File: src/rtl/sysctl_pkg.sv
// Shared definitions for the system control register bank: word offsets,
// the decoded access kind and the lock key. Assumes a byte-addressed 4 KB window.
package sysctl_pkg;
    localparam int ADDR_W = 12;
    localparam int DATA_W = 32;
    localparam logic [15:0] LOCK_KEY = 16'hA05F;

    localparam logic [ADDR_W-1:0] OFF_ID      = 12'h000;
    localparam logic [ADDR_W-1:0] OFF_LOCK    = 12'h020;
    localparam logic [ADDR_W-1:0] OFF_FLG_SET = 12'h030;
    localparam logic [ADDR_W-1:0] OFF_FLG_CLR = 12'h034;
    localparam logic [ADDR_W-1:0] OFF_NV_SET  = 12'h038;
    localparam logic [ADDR_W-1:0] OFF_NV_CLR  = 12'h03C;
    localparam logic [ADDR_W-1:0] OFF_RCTL    = 12'h040;

    typedef enum logic [3:0] {
        SEL_ID,
        SEL_LOCK,
        SEL_FLG_SET,
        SEL_FLG_CLR,
        SEL_NV_SET,
        SEL_NV_CLR,
        SEL_RCTL,
        SEL_NOP,
        SEL_BAD
    } sel_e;
endpackage

File: src/rtl/sysctl_decode.sv
// Address decoder: turns a byte offset into the access kind. Assumes the
// offset is already inside the window; misaligned addresses decode as bad.
module sysctl_decode
    import sysctl_pkg::*;
(
    input  logic [ADDR_W-1:0] addr,
    output sel_e              sel
);
    // Is this one of the accepted but unmodelled offsets?
    function automatic logic is_nop(input logic [ADDR_W-1:0] a);
        return ((a >= 12'h004) && (a <= 12'h02C) && (a != OFF_LOCK)) ||
               ((a >= 12'h044) && (a <= 12'h09C)) ||
               ((a >= 12'h0C0) && (a <= 12'h0D0));
    endfunction

    // Map the offset to an access kind.
    always_comb begin
        if (addr[1:0] != 2'b00) begin
            sel = SEL_BAD;
        end else begin
            unique case (addr)
                OFF_ID:      sel = SEL_ID;
                OFF_LOCK:    sel = SEL_LOCK;
                OFF_FLG_SET: sel = SEL_FLG_SET;
                OFF_FLG_CLR: sel = SEL_FLG_CLR;
                OFF_NV_SET:  sel = SEL_NV_SET;
                OFF_NV_CLR:  sel = SEL_NV_CLR;
                OFF_RCTL:    sel = SEL_RCTL;
                default:     sel = is_nop(addr) ? SEL_NOP : SEL_BAD;
            endcase
        end
    end
endmodule

File: src/rtl/sysctl_lock.sv
// Lock register: holds the last written lock value. Writing the exact key
// unlocks; any other value keeps bits 14:0 only and so stays locked.
// Assumes wr_en is a single-cycle strobe with valid wdata.
module sysctl_lock
    import sysctl_pkg::*;
(
    input  logic              clk,
    input  logic              rst_n,
    input  logic              wr_en,
    input  logic [DATA_W-1:0] wdata,
    output logic              unlocked,
    output logic [DATA_W-1:0] rd_value
);
    logic [15:0] lock_q;

    // Store the key in full, or only the low 15 bits of any other value.
    always_ff @(posedge clk) begin
        if (!rst_n) begin
            lock_q <= '0;
        end else if (wr_en) begin
            if (wdata == {{(DATA_W-16){1'b0}}, LOCK_KEY}) begin
                lock_q <= LOCK_KEY;
            end else begin
                lock_q <= {1'b0, wdata[14:0]};
            end
        end
    end

    // Unlock state and read view (bit 16 = locked).
    always_comb begin
        unlocked = (lock_q == LOCK_KEY);
        rd_value = {{(DATA_W-17){1'b0}}, ~unlocked, lock_q};
    end

    AST_KEY_UNLOCKS: assert property (@(posedge clk) disable iff (!rst_n)
        (wr_en && wdata == {{(DATA_W-16){1'b0}}, LOCK_KEY}) |=> unlocked);
    AST_OTHER_LOCKS: assert property (@(posedge clk) disable iff (!rst_n)
        (wr_en && wdata != {{(DATA_W-16){1'b0}}, LOCK_KEY}) |=>
        (!unlocked && rd_value[14:0] == $past(wdata[14:0])));
endmodule

File: src/rtl/sysctl_setclr_reg.sv
// Flag register with separate set and clear strobes. Assumes set and clear
// are never strobed together (they come from distinct offsets).
module sysctl_setclr_reg #(
    parameter int W = 32
) (
    input  logic         clk,
    input  logic         rst_n,
    input  logic         set_en,
    input  logic         clr_en,
    input  logic [W-1:0] wdata,
    output logic [W-1:0] q
);
    // OR in written ones on set, drop written ones on clear.
    always_ff @(posedge clk) begin
        if (!rst_n) begin
            q <= '0;
        end else if (set_en) begin
            q <= q | wdata;
        end else if (clr_en) begin
            q <= q & ~wdata;
        end
    end

    AST_SET_BITS: assert property (@(posedge clk) disable iff (!rst_n)
        set_en |=> ((q & $past(wdata)) == $past(wdata)));
    AST_CLR_BITS: assert property (@(posedge clk) disable iff (!rst_n)
        clr_en |=> ((q & $past(wdata)) == '0));
    AST_SET_CLR_EXCL: assert property (@(posedge clk) disable iff (!rst_n)
        !(set_en && clr_en));
endmodule

File: src/rtl/sysctl_bank.sv
// Top of the system control register bank. Decodes one single-cycle bus
// request, updates the lock, the flags and the reset control register, and
// returns a registered response one cycle later. Assumes synchronous,
// active-low resets; por_n clears all state, rst_n all but non-volatile flags.
module sysctl_bank
    import sysctl_pkg::*;
#(
    parameter logic [31:0] SYS_ID  = 32'h0,
    parameter int          FLAG_W  = 32,
    parameter int          RST_BIT = 8
) (
    input  logic        clk,
    input  logic        rst_n,
    input  logic        por_n,
    input  logic        req_valid,
    input  logic        req_write,
    input  logic [11:0] req_addr,
    input  logic [31:0] req_wdata,
    output logic        rsp_valid,
    output logic [31:0] rsp_rdata,
    output logic        rsp_err,
    output logic        sys_reset_req
);
    localparam int PAD_W = DATA_W - FLAG_W;

    sel_e              sel;
    logic              sys_rst_n;
    logic              wr;
    logic              unlocked;
    logic [DATA_W-1:0] lock_rd;
    logic [FLAG_W-1:0] flg_q;
    logic [FLAG_W-1:0] nv_q;
    logic [DATA_W-1:0] rctl_q;
    logic [DATA_W-1:0] rd_mux;

    // Combined reset for state that the system reset clears.
    always_comb begin
        sys_rst_n = rst_n && por_n;
        wr        = req_valid && req_write;
    end

    sysctl_decode u_dec (
        .addr (req_addr),
        .sel  (sel)
    );

    sysctl_lock u_lock (
        .clk      (clk),
        .rst_n    (sys_rst_n),
        .wr_en    (wr && sel == SEL_LOCK),
        .wdata    (req_wdata),
        .unlocked (unlocked),
        .rd_value (lock_rd)
    );

    sysctl_setclr_reg #(.W(FLAG_W)) u_flags (
        .clk    (clk),
        .rst_n  (sys_rst_n),
        .set_en (wr && sel == SEL_FLG_SET),
        .clr_en (wr && sel == SEL_FLG_CLR),
        .wdata  (req_wdata[FLAG_W-1:0]),
        .q      (flg_q)
    );

    sysctl_setclr_reg #(.W(FLAG_W)) u_nvflags (
        .clk    (clk),
        .rst_n  (por_n),
        .set_en (wr && sel == SEL_NV_SET),
        .clr_en (wr && sel == SEL_NV_CLR),
        .wdata  (req_wdata[FLAG_W-1:0]),
        .q      (nv_q)
    );

    // Reset control register and its one-shot request, gated by the lock.
    always_ff @(posedge clk) begin
        if (!sys_rst_n) begin
            rctl_q        <= '0;
            sys_reset_req <= 1'b0;
        end else begin
            sys_reset_req <= 1'b0;
            if (wr && sel == SEL_RCTL && unlocked) begin
                rctl_q        <= req_wdata;
                sys_reset_req <= req_wdata[RST_BIT];
            end
        end
    end

    // Read data selection for the current request.
    always_comb begin
        unique case (sel)
            SEL_ID:                  rd_mux = SYS_ID;
            SEL_LOCK:                rd_mux = lock_rd;
            SEL_FLG_SET, SEL_FLG_CLR: rd_mux = {{PAD_W{1'b0}}, flg_q};
            SEL_NV_SET, SEL_NV_CLR:  rd_mux = {{PAD_W{1'b0}}, nv_q};
            SEL_RCTL:                rd_mux = rctl_q;
            default:                 rd_mux = '0;
        endcase
    end

    // Registered response one cycle after each request.
    always_ff @(posedge clk) begin
        if (!sys_rst_n) begin
            rsp_valid <= 1'b0;
            rsp_rdata <= '0;
            rsp_err   <= 1'b0;
        end else begin
            rsp_valid <= req_valid;
            rsp_err   <= req_valid && (sel == SEL_BAD);
            rsp_rdata <= (req_valid && !req_write) ? rd_mux : '0;
        end
    end

    AST_RST_NEEDS_UNLOCK: assert property (@(posedge clk) disable iff (!sys_rst_n)
        sys_reset_req |-> $past(unlocked));
    AST_RST_FROM_WRITE: assert property (@(posedge clk) disable iff (!sys_rst_n)
        sys_reset_req |-> $past(req_valid && req_write && req_addr == OFF_RCTL
                                && req_wdata[RST_BIT]));
    AST_LOCKED_RCTL_HOLD: assert property (@(posedge clk) disable iff (!sys_rst_n)
        (req_valid && req_write && req_addr == OFF_RCTL && !unlocked) |=>
        ($stable(rctl_q) && !sys_reset_req));
    AST_RSP_TIMING: assert property (@(posedge clk) disable iff (!sys_rst_n)
        req_valid |=> rsp_valid);
    AST_ERR_ZERO_DATA: assert property (@(posedge clk) disable iff (!sys_rst_n)
        rsp_err |-> (rsp_valid && rsp_rdata == '0));
    AST_NV_KEEP: assert property (@(posedge clk) disable iff (!por_n)
        (!rst_n && !(req_valid && req_write)) |=> $stable(nv_q));
endmodule

File: config.mk
export PLATFORM = sky130hd
export DESIGN_NAME = sysctl_bank
export DESIGN_NICKNAME = d
export VERILOG_FILES = /design/src/rtl/sysctl_pkg.sv /design/src/rtl/sysctl_decode.sv /design/src/rtl/sysctl_lock.sv /design/src/rtl/sysctl_setclr_reg.sv /design/src/rtl/sysctl_bank.sv
export SDC_FILE = /design/constraint.sdc
export NUM_CORES = 1
export LEC_CHECK = 0
export BUFFER_PORTS_ARGS = -buffer_cell sky130_fd_sc_hd__buf_2
export CAP_MARGIN = 20
export CORE_MARGIN = 1
export CORE_UTILIZATION = 52
export DETAILED_ROUTE_END_ITERATION = 8
export GPL_ROUTABILITY_DRIVEN = 0
export PLACE_DENSITY = 0.76
export RECOVER_POWER = 100
export SLEW_MARGIN = 40
export SYNTH_ARGS = -nofsm -noshare
export SYNTH_HDL_FRONTEND = slang
export SYNTH_SLANG_ARGS = --single-unit
File: constraint.sdc
create_clock -name clk -period 2.4 [get_ports clk]
set_clock_uncertainty 0.2 [all_clocks]
set_input_delay 0.12 -clock clk [delete_from_list [all_inputs] [get_ports clk]]
set_output_delay 0.12 -clock clk [all_outputs]
set_load 0.005 [all_outputs]
==> results of run 1 <==
worst max path at each step:
stage | end | slack, ps | depth (start not counted)
floorplan | flop | 170 | 7
global placement | flop | 240 | 7
detailed placement | flop | 160 | 7
CTS | rsp_rdata[30]$_SDFF_PN0_ | 20 | 8
global route | flop | 20 | 8
finish | flop | 90 | 8
layer usage:
layer | part of all wire [%] | routed length, µm
met5 | 0 | 0
met2 | 47 | 9600
met3 | 10 | 2080
met4 | 2.6 | 536
met1 | 40 | 8300
cell type report:
class,instances,share of cell area [%]
inverters,1,0.0472
multi-input cells,503,39.4
clock inverters,4,0.252
flip-flops and latches,147,37.0
clock buffers,26,6.78
repair buffers,158,14.3
well taps,143,2.25
power by group through the flow:
stage	Clock, W	Combinational, W	Sequential, W
6_report	0.00249	0.000307	0.00244
5_1_grt	0.00261	0.000320	0.00244
4_1_cts	0.00251	0.000294	0.00244
3_5_place_dp	0	0.000241	0.00250
3_3_place_gp	0	0.000237	0.00250
2_1_floorplan	0	0.000100	0.00250
per-stage QoR:
stage	area (µm²)	utilization (%)	total power (W)
after floorplan	6340	-	0.00260
after global placement	6970	59.8	0.00273
after detailed placement	6970	59.8	0.00274
after CTS	7950	68.2	0.00524
after global routing	7950	68.2	0.00537
final	7950	68.2	0.00524
logic make-up (layout without fill, tap and decap cells):
group	after synthesis	in the layout	synth area share, %
compound gates	289	289	30.0
buf+inv	77	189	4.85
flops	147	147	46.4
mux	12	12	2.09
simple gates	202	202	16.7
worst max-delay path: stages:
cell           delay [ps]
dlygate4sd3_1         540
clkbuf_1              110
or4_1                 510
buf_4                 220
nor4_4                230
and4_1                240
clkbuf_4              320
a21o_1                180
cells in the final DEF, fill, tap and decap left out, drive strengths merged, types with 2 or more instances in the layout:
master and n:
nor4bb 2, and2 4, a31o 32, dfxtp 147, o31ai 32, nand4 38
a222oi 10, a21o 32, o21a 2, mux2 10, nor3 6, dlygate4sd3 42
clkbuf 38, and4b 2, or3 2, a22o 14, nor2b 2, nor4b 3
nand2 79, o21ai 17, nand4b 2, nor2 23, clkinv 4, buf 104
nor4 11, mux2i 2, o2bb2ai 2, nand2b 2, a22oi 21, a21oi 125
nand3 16, and4 4, or4 2
repair_timing:
item	4_1_cts	5_1_grt
setup endpoints to repair	0	63
resized for setup	0	3
buffers inserted	0	0
hold buffers	42	0
hold endpoints to repair	115	0
==> results_dict.tcl, run 1 <==
set metrics [dict create \
    cts_tree "done" \
    grt_max_degree 65 \
    yosysTopAreaCellShare_pct 46.4 \
    p_sw_share_pct 22.3 \
    ir_drop_mv 0.428 \
    ys_seq_elements 147 \
    grt_overflow_total 0 \
    die_area_mm2 0.0126 \
    holdPathStages 5 \
    cts_made_buffers 17 \
    fin_crit_sh_pct 96.4 \
    critPathMaxFanout 22 \
    netlist_area_mm2 0.00634 \
    syn_to_final_growth_pct 25.3 \
    yosysTopAreaCell "dfxtp_1" \
    reg2reg_from "u_lock.lock_q[10]$_SDFFE_PN0P_" \
    drv_slew 0 \
    layout.nets 877 \
    period_minus_slack_ps 2310 \
    synth-edff-count 0 \
    pin_count 84 \
    use_met3_pct 6.91 \
    initial_core_util_pct 54.4 \
    pwr-share-seq_pct 46.6 \
    arrival_ps 2480 \
    worst_pin_slew_ps 670 \
    multi_input_area_mm2 0.00313 \
    yosysMostFrequentCell "dfxtp_1" \
    power.density_mw_per_mm2 659 \
    final_cells 982 \
    clk_pin_slew_ps 60 \
    cts.path.max_buffers 2 \
    crit_path_start "req_addr[11]" \
    register_area_mm2 0.00294 \
    drive_gt1_share_pct 21.6 \
    max_cap_violations 0 \
    grt_pass1_vias 6343 \
    required_ps 2560 \
    endpoint_kind "flop" \
    r2r_cells 5 \
    drtIter0Drc 805 \
    yosysWarnings 0 \
    critPathKind "in2reg" \
    min_to "sys_reset_req$_SDFF_PN0_" \
    synth.distinct_cells 44 \
    hold_path.class "in2reg" \
    grt_pass1_wl_um 32600 \
    cts_root_buf "clkbuf_16" \
    die_w_um 112 \
    setup_ws_ps 86.8 \
    rsz0062_at_grt "false" \
    htreeDepth 4 \
    hpwl_um 11900 \
    status "completed" \
    avgSynthCellArea_um2 8.73 \
    timing.fmax_ghz 0.432 \
    r2r_end "rctl_q[30]$_SDFFE_PN0P_" \
    switchingPower_w 0.00117 \
    synthesis.nets 776 \
    vias 6636 \
    synth_common_cells "dfxtp_1, a21oi_1, nand2_1" \
    grt_use_total_pct 33.0 \
    hp-start "req_addr[1]" \
    setup_viol_count_final 0 \
    leakagePower_nw 3.14 \
    finalHoldViolCount 0 \
    yosysSeqAreaShare_pct 46.4 \
    relSlewSlack_pct 55.3 \
    num_rows 39 \
    insertion_delay_ps 420 \
    p_clk_share_pct 47.5 \
    async_flop_share_pct 0 \
    intPower_w 0.00407 \
    r2r_slack_ps 90 \
    syn_inst 727 \
    first_pass_iters 9 \
    drt-total-wl_um 20500 \
    antenna_found_initial 0 \
    die_h_um 112 \
    synth_area_leaders "dfxtp_1, a21oi_1, nand2_1" \
    clkSinkCount 147 \
    hold_slack_ps 41.5 \
    ys_dominant_reg_cell "dfxtp_1" \
    post-place-ws_ps 165 \
    met2_usage_pct 54.0 \
    drcViolationCount 0 \
    routedWlPerCell_um 20.9 \
    nFillCells 905 \
    port_buffers 83 \
    critPathLaunchType "primary input" \
    use_met1_pct 42.1 \
    dp.cells 910 \
    combPwrFrac_pct 5.9 \
    antenna_cells 0 \
    routed_via_density 6.76 \
    antenna_left 0 \
    core_area_mm2 0.0117 \
    busiest_layer "met2" \
    tns_ps 0 \
]
(Power assumes the default switching activity.)
==> run 2: changes to the inputs <==
--- a/config.mk
+++ b/config.mk
@@ -8,10 +8,12 @@
 export BUFFER_PORTS_ARGS = -buffer_cell sky130_fd_sc_hd__buf_2
 export CAP_MARGIN = 20
 export CORE_MARGIN = 1
-export CORE_UTILIZATION = 52
+export CORE_UTILIZATION = 54
+export CTS_BUF_LIST = sky130_fd_sc_hd__clkbuf_4 sky130_fd_sc_hd__clkbuf_8
+export CTS_CLUSTER_SIZE = 10
 export DETAILED_ROUTE_END_ITERATION = 8
 export GPL_ROUTABILITY_DRIVEN = 0
-export PLACE_DENSITY = 0.76
+export PLACE_DENSITY = 0.78
 export RECOVER_POWER = 100
 export SLEW_MARGIN = 40
 export SYNTH_ARGS = -nofsm -noshare
==> results_dict.tcl, run 2 (same netlist as run 1, synthesis figures left out) <==
set metrics [dict create \
    status "completed" \
    antenna_found_initial 0 \
    grt_pass1_vias 6102 \
    antenna_left 0 \
    hold_slack_ps 92.0 \
    die_h_um 110 \
    rsz0062_at_grt "true" \
    grt_use_total_pct 33.5 \
    reg2reg_from "u_lock.lock_q[10]$_SDFFE_PN0P_" \
    leakagePower_nw 3.02 \
    routed_via_density 6.64 \
    ir_drop_mv 0.350 \
    finalHoldViolCount 0 \
    hold_path.class "in2reg" \
    drv_slew 0 \
    die_w_um 110 \
    r2r_end "rctl_q[24]$_SDFFE_PN0P_" \
    first_pass_iters 8 \
    num_rows 39 \
    vias 6559 \
    power.density_mw_per_mm2 600 \
    relSlewSlack_pct 60.2 \
    cts_setup_buffers 0 \
    grt_pass1_wl_um 30900 \
    drive_gt1_share_pct 20.5 \
    layout_common_cells "dfxtp_1, a21oi_1, nand2_1" \
    cts_tree "done" \
    cts.path.max_buffers 2 \
    worst_pin_slew_ps 597 \
    layout_commonest_cell "dfxtp_1" \
    clk_pin_slew_ps 80 \
    port_buffers 83 \
    required_ps 2560 \
    critPathMaxFanout 20 \
    fin_crit_sh_pct 98.7 \
    period_minus_slack_ps 2370 \
    grt_max_degree 65 \
    antenna_cells 0 \
    clkSinkCount 147 \
    drt-total-wl_um 20200 \
    pin_count 84 \
    critPathCapture "rsp_rdata[22]$_SDFF_PN0_" \
    hpwl_um 11700 \
    grt_overflow_total 0 \
    cts_root_buf "clkbuf_8" \
    core_area_mm2 0.0114 \
    r2r_slack_ps 290 \
    die_area_mm2 0.0122 \
    dp.cells 911 \
    crit_path_start "req_addr[9]" \
    endpoint_kind "flop" \
    setup_ws_ps 30.9 \
    htreeDepth 4 \
    initial_core_util_pct 55.6 \
    final_cells 988 \
    r2r_cells 5 \
    setup_viol_count_final 0 \
    drtIter0Drc 843 \
    syn_to_final_growth_pct 23.0 \
    cts_made_buffers 17 \
    critPathKind "in2reg" \
    drcViolationCount 0 \
    post-place-ws_ps 173 \
    max_cap_violations 0 \
    layout.nets 881 \
    arrival_ps 2530 \
    timing.fmax_ghz 0.422 \
    holdPathStages 5 \
    nFillCells 907 \
    routedWlPerCell_um 20.5 \
    critPathLaunchType "primary input" \
    insertion_delay_ps 450 \
]
run 2: cell count changes in the layout (fill, tap and decap cells not counted), moves of 3 or more:
cell,change
clkbuf_8,+10
clkbuf_1,+12
buf_4,+3
dlygate4sd3_1,+3
buf_2,-13
clkbuf_16,-17
run 2: routing by layer:
layer / share of wire, % / up-vias / track usage (%)
met5: 0 / - / 0
met4: 2.2 / 0 / 14.0
met3: 11 / 42 / 6.11
met2: 46 / 491 / 52.8
met1: 41 / 3077 / 45.1
li1: - / 2949 / -
run 2: what timing repair did:
item / in CTS / in global routing
hold endpoints to repair: 116 / 0
hold buffers: 45 / 0
resized for setup: 0 / 3
setup endpoints to repair: 0 / 19
run 2: worst max-delay path: stages:
cell,delay [ps]
dlygate4sd3_1,530
buf_2,130
or4_1,560
buf_4,220
nor4_2,310
buf_4,340
a22oi_1,100
a21oi_1,220
run 2: per-stage QoR:
stage	TNS, ps	instance area, µm²	util, %	power, W
final	0	7800	68.3	0.00468
after global routing	-176	7800	68.3	0.00481
after CTS	0	7810	68.4	0.00468
after detailed placement	0	6970	61.0	0.00274
after global placement	0	6970	61.0	0.00273
after floorplan	0	6340	-	0.00260
run 2: how the worst min path moves through the flow:
stage                             start                        to  slack (ps)
after floorplan           req_wdata[31]                      flop          30
after global placement    req_wdata[24]                      flop         190
after detailed placement  req_wdata[16]                      flop         200
after CTS                   req_addr[2]  rsp_rdata[16]$_SDFF_PN0_          60
after global routing        req_addr[2]  rsp_rdata[16]$_SDFF_PN0_         110
final                       req_addr[2]  rsp_rdata[16]$_SDFF_PN0_          90
run 2: power breakdown:
group	internal (W)	switching, W	leakage [nW]
Sequential	0.00244	0.000000368	1.18
Combinational	0.000112	0.000200	1.63
Clock	0.000975	0.000953	0.200
Total	0.00352	0.00115	3.02
run 2: area by class of cell:
| type | instances | area, µm² | area share, % |
|---|---|---|---|
| clock buffer | 20 | 263 | 3.37 |
| clock inverter | 12 | 130 | 1.67 |
| inverter | 1 | 3.75 | 0.0481 |
| multi-input combinational | 503 | 3130 | 40.2 |
| sequential | 147 | 2940 | 37.7 |
| tap | 143 | 179 | 2.29 |
| timing repair buffer | 162 | 1150 | 14.8 |
==> run 3: changes to the inputs <==
--- a/config.mk
+++ b/config.mk
@@ -7,13 +7,13 @@
 export LEC_CHECK = 0
 export BUFFER_PORTS_ARGS = -buffer_cell sky130_fd_sc_hd__buf_2
 export CAP_MARGIN = 20
+export CORE_ASPECT_RATIO = 0.5
 export CORE_MARGIN = 1
-export CORE_UTILIZATION = 54
+export CORE_UTILIZATION = 40
 export CTS_BUF_LIST = sky130_fd_sc_hd__clkbuf_4 sky130_fd_sc_hd__clkbuf_8
 export CTS_CLUSTER_SIZE = 10
 export DETAILED_ROUTE_END_ITERATION = 8
 export GPL_ROUTABILITY_DRIVEN = 0
-export PLACE_DENSITY = 0.78
 export RECOVER_POWER = 100
 export SLEW_MARGIN = 40
 export SYNTH_ARGS = -nofsm -noshare
==> results_dict.tcl, run 3 (same netlist as run 1, synthesis figures left out) <==
set metrics [dict create \
    arrival_ps 2460 \
    holdPathStages 4 \
    reg2reg_from "u_lock.lock_q[10]$_SDFFE_PN0P_" \
    setup_ws_ps 132 \
    first_pass_iters 5 \
    r2r_cells 5 \
    initial_core_util_pct 41.1 \
    core_area_mm2 0.0155 \
    final_cells 1053 \
    slowest_stage "clkbuf_1" \
    timing.fmax_ghz 0.441 \
    crit_chain "dlygate4sd3_1, clkbuf_1, and2_1, buf_4, and4_1, buf_4, a21o_1" \
    cts_tree "done" \
    busiest_layer "met2" \
    fin_crit_sh_pct 94.5 \
    drt-total-wl_um 20300 \
    dp.cells 978 \
    worst_pin_slew_ps 806 \
    ir_drop_mv 0.322 \
    antenna_cells 0 \
    num_rows 32 \
    status "completed" \
    hold_slack_ps 55.1 \
    crit_path_frequent_cell "buf_4" \
    layout_common_cells "dfxtp_1, a21oi_1, nand2_1" \
    hp-start "req_addr[7]" \
    grt_max_degree 49 \
    setup_viol_count_final 0 \
    hold_path.class "in2reg" \
    vias 6245 \
    r2r_slack_ps 340 \
    power.density_mw_per_mm2 626 \
    critPathMaxStageDelay_ps 610 \
    layout_commonest_cell "dfxtp_1" \
    antenna_found_initial 0 \
    die_h_um 91.1 \
    grt_pass1_vias 5873 \
    grt_pass1_wl_um 31900 \
    critPathKind "in2reg" \
    cts_root_buf "clkbuf_8" \
    critPathBufInv 4 \
    routed_via_density 5.93 \
    post-place-ws_ps 191 \
    htreeDepth 4 \
    drcViolationCount 0 \
    max_cap_violations 0 \
    drtIter0Drc 623 \
    pin_count 84 \
    finalHoldViolCount 0 \
    clkSinkCount 147 \
    cts.path.max_buffers 2 \
    drive_gt1_share_pct 22.3 \
    required_ps 2590 \
    clk_pin_slew_ps 80 \
    leakagePower_nw 3.09 \
    port_buffers 83 \
    use_met3_pct 3.69 \
    period_minus_slack_ps 2270 \
    layout.nets 885 \
    relSlewSlack_pct 46.3 \
    drv_slew 0 \
    grt_overflow_total 0 \
    critPathMaxFanout 19 \
    die_w_um 180 \
    die_area_mm2 0.0164 \
    grt_use_total_pct 24.7 \
    cts_made_buffers 17 \
    syn_to_final_growth_pct 25.4 \
    met2_usage_pct 41.0 \
    endpoint_kind "flop" \
    critPathLaunchType "primary input" \
    routedWlPerCell_um 19.3 \
    r2r_end "rctl_q[3]$_SDFFE_PN0P_" \
    use_met1_pct 33.4 \
    insertion_delay_ps 440 \
    hpwl_um 12500 \
    min_to "rsp_err$_SDFF_PN0_" \
    critPathTopFamily "buffers and inverters" \
    nFillCells 1461 \
    antenna_left 0 \
    tns_ps 0 \
    rsz0062_at_grt "false" \
]
run 3: cell count changes in the layout (fill, tap and decap cells not counted), moves of 2 or more:
| cell | delta |
|---|---|
| clkbuf_1 | -9 |
| buf_2 | +8 |
| dlygate4sd3_1 | -2 |
| nor4_2 | +2 |
| inv_6 | +4 |
| clkinv_4 | -2 |
| clkinv_2 | -3 |
| buf_6 | -2 |
| clkbuf_2 | +3 |
| bufinv_16 | +2 |
| buf_4 | +4 |
run 3: power breakdown:
part / switching, W / total [W] / internal, W
Sequential: 0.000000444 / 0.00244 / 0.00244
Clock: 0.00103 / 0.00224 / 0.00121
Combinational: 0.000197 / 0.000307 / 0.000110
run 3: worst min-delay path, stage by stage:
cell and delay [ps]:
buf_2 190, nand3b_1 110, nor3_1 50, nor3b_1 170
run 3: routing by layer:
metal / wire length (µm) / share of wire [%]
met5: 0 / 0
met1: 9450 / 47
met4: 190 / 0.94
met2: 9330 / 46
met3: 1320 / 6.5
run 3: final cells by class:
type | instances | area (µm²) | area share (%)
well taps | 204 | 255 | 3.21
repair buffers | 166 | 1170 | 14.7
clock buffers | 19 | 262 | 3.29
clock inverters | 13 | 193 | 2.42
inverters | 1 | 3.75 | 0.0472
multi-input cells | 503 | 3130 | 39.3
flip-flops and latches | 147 | 2940 | 37.0
run 3: how the worst max path moves through the flow:
stage | to | depth (start not counted) | from | slack [ps]
after floorplan | flop | 7 | req_addr[9] | 170
after global placement | rsp_rdata[19]$_SDFF_PN0_ | 6 | req_addr[4] | 130
after detailed placement | flop | 7 | req_addr[9] | 190
after CTS | flop | 8 | req_addr[1] | 160
after global routing | flop | 8 | req_addr[1] | 30
final | flop | 7 | por_n | 130
run 3: metrics by stage:
| stage | utilization [%] | total power (W) | cell area (µm²) |
|---|---|---|---|
| 2_1_floorplan | - | 0.00260 | 6340 |
| 3_3_place_gp | 45.9 | 0.00274 | 7090 |
| 3_5_place_dp | 45.9 | 0.00274 | 7090 |
| 4_1_cts | 51.6 | 0.00501 | 7980 |
| 5_1_grt | 51.5 | 0.00515 | 7960 |
| 6_report | 51.5 | 0.00498 | 7960 |
run 3: what timing repair did:
| item | in CTS | in global routing |
|---|---|---|
| hold endpoints to repair | 115 | 0 |
| hold buffers | 43 | 0 |
| resized for setup | 0 | 1 |
| buffers inserted | 0 | 0 |
| endpoints found under the setup margin | 0 | 3 |
